`src/rtl/dqc_pkg.sv`:
```
// Shared constants of the DMA transfer-queue controller: register word
// addresses, the identification value and interrupt source bit positions.
package dqc_pkg;
    localparam int A_IDENT     = 0;
    localparam int A_SCRATCH   = 1;
    localparam int A_IRQ_MASK  = 4;
    localparam int A_IRQ_PEND  = 5;
    localparam int A_IRQ_SRC   = 6;
    localparam int A_CONTROL   = 8;
    localparam int A_NEXT_ID   = 9;
    localparam int A_SUBMIT    = 10;
    localparam int A_FLAGS     = 11;
    localparam int A_DONE      = 12;
    localparam int A_ACTIVE_ID = 13;

    localparam logic [31:0] IDENT_VALUE = 32'h444D_4143;

    localparam int NUM_SRC    = 2;
    localparam int SRC_QUEUED = 0;
    localparam int SRC_DONE   = 1;
endpackage

```
`src/rtl/dqc_regs.sv`:
```
// Software-written settings: scratch, interrupt mask, control, flags and the
// self-clearing submit bit.
// Assumes: one write per cycle, word addresses; accepted is a one-cycle pulse
// produced only while submit is 1.
module dqc_regs #(
    parameter int ADDR_W = 4,
    parameter int DATA_W = 32
) (
    input  logic              clk,
    input  logic              rst_n,
    input  logic              wr_en,
    input  logic [ADDR_W-1:0] wr_addr,
    input  logic [DATA_W-1:0] wr_data,
    input  logic              accepted,
    output logic [DATA_W-1:0] scratch,
    output logic [dqc_pkg::NUM_SRC-1:0] irq_mask,
    output logic              enable,
    output logic              pause,
    output logic              cyclic,
    output logic              submit
);
    import dqc_pkg::*;

    function automatic logic hit(input int a);
        return wr_en && (wr_addr == ADDR_W'(a));
    endfunction

    // Plain read/write settings.
    always_ff @(posedge clk) begin
        if (!rst_n) begin
            scratch  <= '0;
            irq_mask <= '1;
            enable   <= 1'b0;
            pause    <= 1'b0;
            cyclic   <= 1'b0;
        end else begin
            if (hit(A_SCRATCH))  scratch  <= wr_data;
            if (hit(A_IRQ_MASK)) irq_mask <= wr_data[NUM_SRC-1:0];
            if (hit(A_CONTROL)) begin
                enable <= wr_data[0];
                pause  <= wr_data[1];
            end
            if (hit(A_FLAGS))    cyclic   <= wr_data[0];
        end
    end

    // Submit: set by a write of 1 while enabled, dropped on accept or disable.
    always_ff @(posedge clk) begin
        if (!rst_n)                              submit <= 1'b0;
        else if (!enable)                        submit <= 1'b0;
        else if (accepted)                       submit <= 1'b0;
        else if (hit(A_SUBMIT) && wr_data[0])    submit <= 1'b1;
    end
endmodule

```
`src/rtl/dqc_irq.sv`:
```
// Interrupt sources: one raw-source bit and one pending bit per source.
// Raw bits follow events regardless of mask; pending bits only when unmasked.
// Both clear on a write of 1 to the pending bit; a same-cycle event wins.
module dqc_irq #(
    parameter int NSRC = 2
) (
    input  logic            clk,
    input  logic            rst_n,
    input  logic [NSRC-1:0] event_in,
    input  logic [NSRC-1:0] mask,
    input  logic            clr_wr,
    input  logic [NSRC-1:0] clr_bits,
    output logic [NSRC-1:0] pend,
    output logic [NSRC-1:0] src,
    output logic            irq
);
    for (genvar k = 0; k < NSRC; k++) begin : g_src
        // Raw source and pending flag of source k.
        always_ff @(posedge clk) begin
            if (!rst_n) begin
                src[k]  <= 1'b0;
                pend[k] <= 1'b0;
            end else begin
                if (event_in[k])                 src[k] <= 1'b1;
                else if (clr_wr && clr_bits[k])  src[k] <= 1'b0;
                if (event_in[k] && !mask[k])     pend[k] <= 1'b1;
                else if (clr_wr && clr_bits[k])  pend[k] <= 1'b0;
            end
        end
    end

    // Interrupt line from any pending source.
    always_comb irq = |pend;
endmodule

```
`src/rtl/dqc_idtrack.sv`:
```
// Transfer-ID bookkeeping: next ID, active ID, outstanding count and the
// per-ID done bitmap. Assumes transfers complete in the order they queued.
module dqc_idtrack #(
    parameter int ID_W = 2
) (
    input  logic               clk,
    input  logic               rst_n,
    input  logic               enable,
    input  logic               queued,
    input  logic               completed,
    output logic [ID_W-1:0]    next_id,
    output logic [ID_W-1:0]    active_id,
    output logic [(1<<ID_W)-1:0] done_map,
    output logic               busy,
    output logic               full
);
    localparam int NUM_IDS = 1 << ID_W;
    localparam int CNT_W   = ID_W + 1;

    logic [CNT_W-1:0]   outst;
    logic [NUM_IDS-1:0] done_nxt;

    // Done bitmap after this cycle's events.
    always_comb begin
        done_nxt = done_map;
        if (completed) done_nxt[active_id] = 1'b1;
        if (queued)    done_nxt[next_id]   = 1'b0;
    end

    // Counters, bitmap and the disable flush.
    always_ff @(posedge clk) begin
        if (!rst_n) begin
            next_id   <= '0;
            active_id <= '0;
            outst     <= '0;
            done_map  <= '0;
        end else if (!enable) begin
            active_id <= next_id;
            outst     <= '0;
            done_map  <= '0;
        end else begin
            if (queued)    next_id   <= next_id + 1'b1;
            if (completed) active_id <= active_id + 1'b1;
            outst    <= outst + CNT_W'(queued) - CNT_W'(completed);
            done_map <= done_nxt;
        end
    end

    // Queue occupancy flags.
    always_comb begin
        busy = (outst != '0);
        full = (outst == CNT_W'(NUM_IDS));
    end
endmodule

```
`src/rtl/dqc_top.sv`:
```
// DMA transfer-queue and interrupt controller top: register decode and read
// mux, event qualification from the engine pulses, and the three sub-blocks.
// Assumes engine pulses are one cycle wide and completions arrive in order.
module dqc_top #(
    parameter int ADDR_W = 4,
    parameter int DATA_W = 32,
    parameter int ID_W   = 2
) (
    input  logic              clk,
    input  logic              rst_n,
    input  logic              wr_en,
    input  logic [ADDR_W-1:0] wr_addr,
    input  logic [DATA_W-1:0] wr_data,
    input  logic [ADDR_W-1:0] rd_addr,
    output logic [DATA_W-1:0] rd_data,
    input  logic              eng_accept,
    input  logic              eng_complete,
    output logic              xfer_req,
    output logic [ID_W-1:0]   xfer_id,
    output logic              chan_enable,
    output logic              chan_pause,
    output logic              chan_cyclic,
    output logic              irq
);
    import dqc_pkg::*;
    localparam int NUM_IDS = 1 << ID_W;

    logic [DATA_W-1:0]  scratch_q;
    logic [NUM_SRC-1:0] irq_mask_q, irq_pend_q, irq_src_q, irq_event;
    logic               ctl_enable, ctl_pause, ctl_cyclic, submit_q;
    logic [ID_W-1:0]    next_id_q, active_id_q;
    logic [NUM_IDS-1:0] done_map_q;
    logic               q_busy, q_full, ev_queued, ev_completed;

    // Qualify engine pulses into counted events.
    always_comb begin
        xfer_req     = submit_q && ctl_enable && !q_full;
        ev_queued    = eng_accept && xfer_req;
        ev_completed = eng_complete && ctl_enable && q_busy && !ctl_cyclic;
        irq_event    = '0;
        irq_event[SRC_QUEUED] = ev_queued;
        irq_event[SRC_DONE]   = ev_completed;
    end

    dqc_regs #(.ADDR_W(ADDR_W), .DATA_W(DATA_W)) u_regs (
        .clk(clk), .rst_n(rst_n), .wr_en(wr_en), .wr_addr(wr_addr),
        .wr_data(wr_data), .accepted(ev_queued), .scratch(scratch_q),
        .irq_mask(irq_mask_q), .enable(ctl_enable), .pause(ctl_pause),
        .cyclic(ctl_cyclic), .submit(submit_q)
    );

    dqc_irq #(.NSRC(NUM_SRC)) u_irq (
        .clk(clk), .rst_n(rst_n), .event_in(irq_event), .mask(irq_mask_q),
        .clr_wr(wr_en && (wr_addr == ADDR_W'(A_IRQ_PEND))),
        .clr_bits(wr_data[NUM_SRC-1:0]), .pend(irq_pend_q), .src(irq_src_q),
        .irq(irq)
    );

    dqc_idtrack #(.ID_W(ID_W)) u_ids (
        .clk(clk), .rst_n(rst_n), .enable(ctl_enable), .queued(ev_queued),
        .completed(ev_completed), .next_id(next_id_q), .active_id(active_id_q),
        .done_map(done_map_q), .busy(q_busy), .full(q_full)
    );

    // Combinational register read mux.
    always_comb begin
        rd_data = '0;
        case (rd_addr)
            ADDR_W'(A_IDENT):     rd_data = DATA_W'(IDENT_VALUE);
            ADDR_W'(A_SCRATCH):   rd_data = scratch_q;
            ADDR_W'(A_IRQ_MASK):  rd_data = DATA_W'(irq_mask_q);
            ADDR_W'(A_IRQ_PEND):  rd_data = DATA_W'(irq_pend_q);
            ADDR_W'(A_IRQ_SRC):   rd_data = DATA_W'(irq_src_q);
            ADDR_W'(A_CONTROL):   rd_data = DATA_W'({ctl_pause, ctl_enable});
            ADDR_W'(A_NEXT_ID):   rd_data = DATA_W'(next_id_q);
            ADDR_W'(A_SUBMIT):    rd_data = DATA_W'(submit_q);
            ADDR_W'(A_FLAGS):     rd_data = DATA_W'(ctl_cyclic);
            ADDR_W'(A_DONE):      rd_data = DATA_W'(done_map_q);
            ADDR_W'(A_ACTIVE_ID): rd_data = DATA_W'(active_id_q);
            default:              rd_data = '0;
        endcase
    end

    // Channel outputs.
    always_comb begin
        xfer_id     = next_id_q;
        chan_enable = ctl_enable;
        chan_pause  = ctl_pause;
        chan_cyclic = ctl_cyclic;
    end
endmodule

```
`config.mk`:
```
export PLATFORM = sky130hd
export DESIGN_NAME = dqc_top
export DESIGN_NICKNAME = d
export VERILOG_FILES = /design/src/rtl/dqc_pkg.sv /design/src/rtl/dqc_regs.sv /design/src/rtl/dqc_irq.sv /design/src/rtl/dqc_idtrack.sv /design/src/rtl/dqc_top.sv
export SDC_FILE = /design/constraint.sdc
export NUM_CORES = 1
export LEC_CHECK = 0
export ABC_AREA = 1
export ABC_CLOCK_PERIOD_IN_PS = 6000
export BUFFER_PORTS_ARGS = -buffer_cell sky130_fd_sc_hd__buf_2
export CAP_MARGIN = 20
export CORE_MARGIN = 4
export CORE_UTILIZATION = 40
export DETAILED_ROUTE_END_ITERATION = 6
export HOLD_SLACK_MARGIN = 0.02
export PLACE_DENSITY_LB_ADDON = 0.1
export SYNTH_ARGS = -nofsm -noshare
export SYNTH_HDL_FRONTEND = slang
export SYNTH_SLANG_ARGS = --single-unit
```
`constraint.sdc`:
```
create_clock -name clk -period 6 [get_ports clk]
set_input_delay 0.9 -clock clk [delete_from_list [all_inputs] [get_ports clk]]
set_output_delay 0.9 -clock clk [all_outputs]
set_load 0.01 [all_outputs]
```
==> flow_summary.toml, run 1 <==
[setup_path]
crit_arrival_ns = 2.13
cp-start-kind = "primary input"
path_max_fanout = 30
path_common_cell = "buf_2"
critPathMaxStageDelay_ns = 0.42
crit_chain = "buf_2 > inv_2 > nor2_4 > nand2_2 > o21ai_2 > buf_2"
cp.required_ns = 5.10
cpMaxStageDelayCell = "nand2_2"
crit_type = "in2out"
crit_family = "simple AND/OR/NAND/NOR gates"
cp-end-kind = "primary output"
cp.buffers_inverters = 3

[drt]
antenna_left = 0
vias = 2473
avgViaCountPerCell = 4.67
drc = 0
routed_wl_um = 6330
dr.pass1.iters = 4
initialDrtViolationCount = 106
wl_per_cell_um = 11.9

[global_route]
antenna_found_initial = 0
overflow = 0
grt_first_pass_wirelength_um = 10800
grt_max_degree = 65
grt_pass1_vias = 2327
track_usage_pct = 15.8

[power_and_ir_drop]
power_leakage_nw = 1.45
p_per_area_mw_per_mm2 = 203
ir_drop_uv = 93.2
power_uw = 657

[synth]
avgSynthCellArea_um2 = 7.25
ys_seq_area_share_pct = 38.8
synthCells = 377
syn_area_mm2 = 0.00273
ys_seq_elements = 53
synth_warnings = 0
syn_nets = 433
synth.distinct_cells = 30

[finish]
num-nets-final = 508
final_common_cell = "buf_2"
n_antenna_cell = 0
synthToLayoutAreaGrowth_pct = 18.3
drive_gt1_share_pct = 25.6
final_cell_mix = "buf_2, inv_1, dfxtp_1, nor2_1, nand2_1"

[die]
initial_utilization_pct = 42.1
die-width_um = 90.7
coreArea_mm2 = 0.00649
die_y_um = 90.7
num_io_pins = 84
dieArea_mm2 = 0.00822
core.rowCount = 29

[sta]
slew_violations = 0
fmaxAchievable_mhz = 331
period_share_pct = 50.4
grt_setup_unrepaired = "false"
fin_setup_tns_ns = 0
hold_viol = 0
skew_ns = 0.00541
worst_pin_slew_ns = 0.674
relSlewSlack_pct = 54.9
min_period_ns = 3.03
finalSetupViolCount = 0
final.setup.worst_slack_ns = 2.97
fin_hold_ws_ns = 0.456

[clock_network]
post_cts_buffers = 0
clock_latency_ns = 0.30
cts-root-buf = "clkbuf_8"
clk_pin_slew_ns = 0.09
tritoncts = "done"
post_cts_resized = 0
cts_max_level = 2
hold_buffers = 0
cts.sinks = 53
clockBufferDepth = 2
numCtsBuffers = 5

[placed_design]
hpwl_um = 4700
post-place-ws_ns = 2.95
gp_congestion = 0.820
io_buffers = 83

[hold_path]
min_path_type = "reg2reg"

[flow_run]
drv_cap = 0

[outcome]
status = "completed"
-- metrics by stage --
| step | instance area (µm²) | cells | utilization [%] |
|---|---|---|---|
| finish | 3230 | 530 | 49.8 |
| global route | 3230 | 530 | 49.8 |
| CTS | 3230 | 530 | 49.8 |
| detailed placement | 3120 | 522 | 48.1 |
| global placement | 3120 | 522 | 48.1 |
| floorplan | 2730 | 377 | - |
-- worst reg2reg max path, stage by stage (launching register included) --
cell     delay [ns]
dfxtp_1        0.61
nand2_1        0.10
nor2_1         0.12
nand2_2        0.14
inv_1          0.16
ha_1           0.14
inv_1          0.03
ha_1           0.18
fa_1           0.38
xnor2_1        0.17
xor2_1         0.17
nor2_1         0.05
-- area by class of cell --
cell class | count | area (µm²)
well taps | 77 | 96.3
clock buffers | 6 | 72.6
inverters | 71 | 267
fillers | 680 | 3260
repair buffers | 83 | 415
clock inverters | 2 | 38.8
multi-input cells | 238 | 1280
flip-flops and latches | 53 | 1060
-- where the power goes --
part	leakage (nW)	switching, mW	total [mW]	internal (mW)
logic	0.961	0.0367	0.0599	0.0232
registers	0.428	0.00221	0.359	0.357
clock network	0.0554	0.113	0.238	0.125
total	1.45	0.152	0.657	0.505
-- registers in the layout (all words and copies together) (netlist names), 2 cells and up --
register and flops:
u_ids.outst 3, u_regs.scratch 32, u_irq.src 2, u_irq.pend 2, u_ids.done_map 4, u_regs.irq_mask 2
u_ids.active_id 2, u_ids.next_id 2
-- cell usage after synthesis, drive strengths merged --
cell type | n | area (µm²)
nor2 | 50 | 208
or2 | 1 | 6.26
nand2 | 48 | 190
a21oi | 41 | 205
o21ai | 49 | 279
inv | 71 | 267
o211ai | 2 | 15.0
o21bai | 2 | 15.0
a31oi | 2 | 12.5
ha | 10 | 125
nand3 | 25 | 143
nand4 | 1 | 6.26
nand3b | 2 | 15.0
clkbuf | 3 | 12.5
xnor2 | 1 | 8.76
dfxtp | 53 | 1060
fa | 1 | 20.0
xor2 | 1 | 8.76
buf | 12 | 110
o22ai | 2 | 25.0
-- cell families (layout without fill, tap and decap cells) --
group           after synthesis  in the layout  share of synthesized area (%)
xor+xnor                      2              2                          0.641
buf+inv                      86            162                           14.2
flops                        53             53                           38.8
compound gates               98             98                           20.2
simple gates                127            127                           20.8
fa+ha+maj                    11             11                           5.31
-- worst paths after layout --
path | startpoint | end | slack (ns) | cells after the start
worst max-delay path | rd_addr[0] | rd_data[19] | 2.97 | 6
worst min register to register | u_regs.scratch[7] | u_regs.scratch[7] | 0.46 | 2
worst max register to register | u_regs.enable | u_ids.outst[2] | 3.67 | 11
worst min-delay path | u_regs.scratch[7] | u_regs.scratch[7] | 0.46 | 2
-- metal layers --
metal	up-vias	routed length (µm)	global-route usage [%]
met5	-	0	0
met1	1068	3090	21.2
met4	0	58	3.83
met3	6	323	3.83
li1	1348	-	-
met2	51	2850	25.4
(Power assumes the default switching activity.)
==> inputs of run 2 (changes only) <==
ABC_AREA = 0   (was 1)
ABC_CLOCK_PERIOD_IN_PS = 3000   (was 6000)
clock period = 3 ns   (was 6 ns; I/O delays follow)
==> run 2 against run 1 <==
Against the previous run: clock skew decreased by 0.0037 ns; combinational power increased by 120%; cell area increased by 2.7%; synthesized cell count decreased by 11%; first-iteration DRC count decreased by 30%; sequential share of layout area decreased by 0.85 points; die area increased by 2.8%; utilization decreased by 1.2 points; via count increased by 5.8%; wire length increased by 20%; total power increased by 87%; clock-buffer cell count unchanged; critical path type is now reg2reg.
==> flow_summary.toml, run 2 <==
[clock_network]
hold_buffers = 0
cts.sinks = 53
clockBufferDepth = 2
cts_max_level = 2
clk_pin_slew_ns = 0.09
post_cts_resized = 0
clock_latency_ns = 0.30
post_cts_buffers = 0
tritoncts = "done"
cts-root-buf = "clkbuf_8"
numCtsBuffers = 5

[synth]
syn_area_mm2 = 0.00282
yosysMostFrequentCell = "dfxtp_1"
synth_warnings = 0
synth_top_area_share_pct = 37.7
synth_top_family_by_area = "simple AND/OR/NAND/NOR gates"
synthArstFlopShare_pct = 0
synth_xor_area_share_pct = 0.622
ys_seq_area_share_pct = 37.7
synth_fa_ha_area_share_pct = 5.15
yosys-top-cells-area = "dfxtp_1, nand3_1, a21oi_1"
synth_edf_count = 0
avgSynthCellArea_um2 = 8.36
syn_nets = 393
netlist_top_cells_count = "dfxtp_1, nand3_1, a21oi_1, o21ai_1, and2_1"
ys.flop_type = "dfxtp_1"
synth_compound_area_share_pct = 22.1
ys_seq_elements = 53
synth-simple-area-share_pct = 24.1
muxShareOfSynthArea_pct = 3.07
synth_largest_area_cell = "dfxtp_1"
synthCells = 337
synth.distinct_cells = 50

[setup_path]
cp.required_ns = 3.19
cp-start-kind = "flop"
r2r_slack_ns = 0.64
cp-end-kind = "flop"
path_max_fanout = 6
crit_type = "reg2reg"
crit_arrival_ns = 2.55

[sta]
skew_ns = 0.00167
worst_pin_slew_ns = 0.690
fmaxAchievable_mhz = 424
min_period_ns = 2.36
finalSetupViolCount = 0
slew_violations = 0
final.setup.worst_slack_ns = 0.640
fin_setup_tns_ns = 0
hold_viol = 0
grt_setup_unrepaired = "false"
relSlewSlack_pct = 53.9
fin_hold_ws_ns = 0.388
period_share_pct = 78.7

[hold_path]
min_path_type = "in2reg"

[placed_design]
hpwl_um = 5320
dp.cells = 492
post-place-ws_ns = 0.663
gp_congestion = 0.837
io_buffers = 83

[die]
initial_utilization_pct = 41.2
die_y_um = 91.9
num_io_pins = 84
coreArea_mm2 = 0.00683
dieArea_mm2 = 0.00845
die-width_um = 91.9
core.rowCount = 30

[finish]
final_common_cell = "buf_2"
top_register = "u_regs.scratch"
synthToLayoutAreaGrowth_pct = 17.9
final_cell_mix = "buf_2, dfxtp_1, nand3_1, a21oi_1, o21ai_1"
reg_top3 = "u_regs.scratch (32), u_ids.done_map (4), u_ids.outst (3)"
n_antenna_cell = 0
largest_reg_flops = 32
final_cell_count_no_fill = 500
num-nets-final = 459
final_util_pct = 48.6
drive_gt1_share_pct = 26.0

[drt]
initialDrtViolationCount = 74
routed_wl_um = 7580
avgViaCountPerCell = 5.23
vias = 2617
antenna_left = 0
drc = 0
dr.pass1.iters = 4
wl_per_cell_um = 15.2

[global_route]
grt_pass1_vias = 2466
grt_max_degree = 40
track_usage_pct = 17.9
overflow = 0
antenna_found_initial = 0
grt_first_pass_wirelength_um = 12400

[power_and_ir_drop]
power_leakage_nw = 1.42
ir_drop_uv = 182
p_per_area_mw_per_mm2 = 371

[outcome]
status = "completed"

[flow_run]
drv_cap = 0
## run 2: cell count changes after synthesis, sizes merged, moves of 9 or more
cell,previous run,this run
and2,0,21
nand3,25,46
inv,71,12
nor2,50,5
a21o,0,10
clkbuf,3,13
o21ai,49,40
nand2,48,9
## run 2: through the flow
stage | total power [mW] | instance area, µm²
floorplan | 0.805 | 2820
global placement | 0.858 | 3240
detailed placement | 0.859 | 3240
CTS | 1.25 | 3320
global route | 1.29 | 3320
finish | 1.23 | 3320
## run 2: worst max-delay path, stage by stage, from the launching register on
cell and delay (ns):
dfxtp_1 0.36, or3_1 0.48, nand2_1 0.15, inv_2 0.04
ha_1 0.26, inv_1 0.04, ha_1 0.18, fa_1 0.37
xnor2_1 0.18, xnor2_1 0.14, nor2_1 0.05
## run 2: layout make-up
class                   instances  area (µm²)
clock inverters                 2        10.0
clock buffers                   6        72.6
multi-input cells             242        1550
repair buffers                 89         460
inverters                      12        45.0
flip-flops and latches         53        1060
fillers                       746        3510
well taps                      96         120
## run 2: metal layers
metal | vias up | GRT usage, % | part of all wire (%)
met2 | 58 | 28.3 | 46
met5 | - | 0 | 0
met3 | 4 | 3.94 | 5.3
met4 | 0 | 3.71 | 0.53
met1 | 1215 | 25.2 | 49
li1 | 1340 | - | -
## run 2: logic make-up (layout without fill, tap and decap cells)
family / after synthesis / count (layout)
and+or+nand+nor: 113 / 113
buffers and inverters: 42 / 109
muxes: 7 / 7
adders and majority gates: 11 / 11
DFF: 53 / 53
AOI/OAI and AO/OA: 109 / 109
xor gates and xnor gates: 2 / 2
## run 2: worst paths after layout
check / startpoint / to / depth (start not counted)
worst max register to register: u_ids.outst[1] / u_ids.outst[2] / 10
worst min-delay path: wr_data[15] / u_regs.scratch[15] / 3
worst max-delay path: u_ids.outst[1] / u_ids.outst[2] / 10
worst min register to register: u_regs.scratch[12] / u_regs.scratch[12] / 2
## run 2: where the power goes
part           internal, mW  switching [mW]
Combinational        0.0484          0.0802
Clock                 0.162           0.227
Sequential            0.710         0.00368
==> inputs of run 3 (changes only) <==
ABC_CLOCK_PERIOD_IN_PS = 2100   (was 3000)
clock period = 2.1 ns   (was 3 ns; I/O delays follow)
==> run 3 against run 2 <==
Against the previous run: global-route usage shrank 0.088 points; clock skew grew 0.0051 ns; clock-buffer cell count shrank 1; critical path depth is the same; critical path type unchanged; largest cell class unchanged.
==> flow_summary.toml, run 3 (same netlist as run 2, synthesis figures left out) <==
[clock_network]
clock_latency_ns = 0.31
post_cts_buffers = 0
cts-root-buf = "clkbuf_8"
tritoncts = "done"
numCtsBuffers = 5
clk_pin_slew_ns = 0.10
hold_buffers = 0
clockBufferDepth = 2
cts.sinks = 53
cts_max_level = 2

[finish]
synthToLayoutAreaGrowth_pct = 23.9
reg_top3 = "u_regs.scratch (32), u_ids.done_map (4), u_ids.outst (3)"
final_cell_mix = "buf_2, dfxtp_1, nand3_1, a21oi_1, o21ai_1"
drive_gt1_share_pct = 30.9
largest_reg_flops = 32
final_cell_count_no_fill = 514
final_common_cell = "buf_2"
num-nets-final = 473
final_util_pct = 51.1
top_register = "u_regs.scratch"
stdcell_area_mm2 = 0.00349
n_antenna_cell = 0

[global_route]
antenna_found_initial = 0
grt_max_degree = 35
track_usage_pct = 17.8
grt_first_pass_wirelength_um = 12400
overflow = 0
grt_pass1_vias = 2581

[sta]
relSlewSlack_pct = 70.7
fmaxAchievable_mhz = 480
worst_pin_slew_ns = 0.440
finalSetupViolCount = 0
period_share_pct = 99.2
slew_violations = 0
min_period_ns = 2.08
hold_viol = 0
fin_hold_ws_ns = 0.245
grt_setup_unrepaired = "true"
skew_ns = 0.00680

[setup_path]
path_max_fanout = 2
crit_chain = "or3_4 > nand2_4 > inv_2 > ha_4 > inv_2 > ha_4 > fa_2 > xnor2_2 > xnor2_1 > nor2_1"
critPathMaxStageDelay_ns = 0.40
rr_worst_depth = 10
worstReg2RegStart = "u_ids.outst[0]"
timing.rr.end = "u_ids.outst[2]"
crit_arrival_ns = 2.29
r2r_slack_ns = 0.02
crit_type = "reg2reg"
cp.required_ns = 2.30
cp-start-kind = "flop"
cp-end-kind = "flop"
cpMaxStageDelayCell = "or3_4"
cp.buffers_inverters = 2
crit_family = "adder cells"

[placed_design]
gp_congestion = 0.819
hpwl_um = 5490
dp.cells = 506
io_buffers = 83
placed_area_mm2 = 0.00339

[power_and_ir_drop]
ir_drop_uv = 362
p_per_area_mw_per_mm2 = 512
power_leakage_nw = 1.52
power_mw = 1.79

[hold_path]
min_path_type = "in2reg"
hp-start = "wr_data[4]"
min_path_cells = 3
min_to = "u_regs.scratch[4]"

[flow_run]
drv_cap = 0

[die]
dieArea_mm2 = 0.00845
die_y_um = 91.9
num_io_pins = 84
initial_utilization_pct = 41.2
die-width_um = 91.9
coreArea_mm2 = 0.00683
core.rowCount = 30

[drt]
avgViaCountPerCell = 5.30
dr.pass1.iters = 4
drc = 0
wl_per_cell_um = 14.8
routed_wl_um = 7610
initialDrtViolationCount = 123
antenna_left = 0
vias = 2724

[outcome]
status = "completed"
-- run 3: changes by cell type in the layout (fill, tap and decap cells not counted), moves of 2 or more --
cell,change
buf_4,+13
dfxtp_1,-2
dfxtp_2,+2
ha_1,-2
ha_4,+2
-- run 3: worst reg2reg max path, stage by stage (launching register included) --
cell	delay, ns
dfxtp_2	0.33
or3_4	0.40
nand2_4	0.09
inv_2	0.05
ha_4	0.25
inv_2	0.03
ha_4	0.15
fa_2	0.35
xnor2_2	0.14
xnor2_1	0.13
nor2_1	0.06
-- run 3: layout make-up --
cell class / count / area (µm²)
multi-input cells: 242 / 1600
clock inverters: 3 / 17.5
fillers: 720 / 3340
inverters: 12 / 45.0
flip-flops and latches: 53 / 1060
well taps: 96 / 120
repair buffers: 103 / 578
clock buffers: 5 / 68.8
-- run 3: worst max path at each step --
| stage | startpoint | endpoint | slack (ns) | cells after the start |
|---|---|---|---|---|
| 6_report | u_ids.outst[0] | u_ids.outst[2] | 0.02 | 10 |
| 2_1_floorplan | u_ids.outst[0] | u_ids.outst[2] | -0.07 | 11 |
| 5_1_grt | u_ids.outst[0] | u_ids.outst[2] | -0.02 | 10 |
| 3_3_place_gp | u_ids.outst[0] | u_ids.outst[2] | -0.002 | 10 |
| 4_1_cts | u_ids.outst[0] | u_ids.outst[2] | 0.008 | 10 |
| 3_5_place_dp | u_ids.outst[0] | u_ids.outst[2] | -0.06 | 10 |
-- run 3: metal layers --
layer | wire, µm | track usage (%) | vias to the layer above
met3 | 456 | 4.84 | 5
met1 | 3580 | 24.0 | 1279
met2 | 3530 | 28.9 | 69
li1 | - | - | 1371
met5 | 0 | 0 | -
met4 | 51 | 3.34 | 0
-- run 3: power breakdown --
| group | switching (mW) | internal [mW] |
|---|---|---|
| Clock | 0.345 | 0.231 |
| Sequential | 0.00457 | 1.01 |
| Combinational | 0.116 | 0.0775 |
-- run 3: metrics by stage --
stage | TNS [ns] | setup WS [ns]
after global placement | -0.00245 | -0.00245
after global routing | -0.0226 | -0.0226
after CTS | 0 | 0.00830
after detailed placement | -0.0637 | -0.0637
final | 0 | 0.0167
after floorplan | -0.0746 | -0.0746
-- run 3: what timing repair did --
action                                  in CTS  in global routing
endpoints found under the setup margin       1                  1
pin swaps                                    3                  0
endpoints found under the hold margin        0                  0
resized for setup                            2                  0
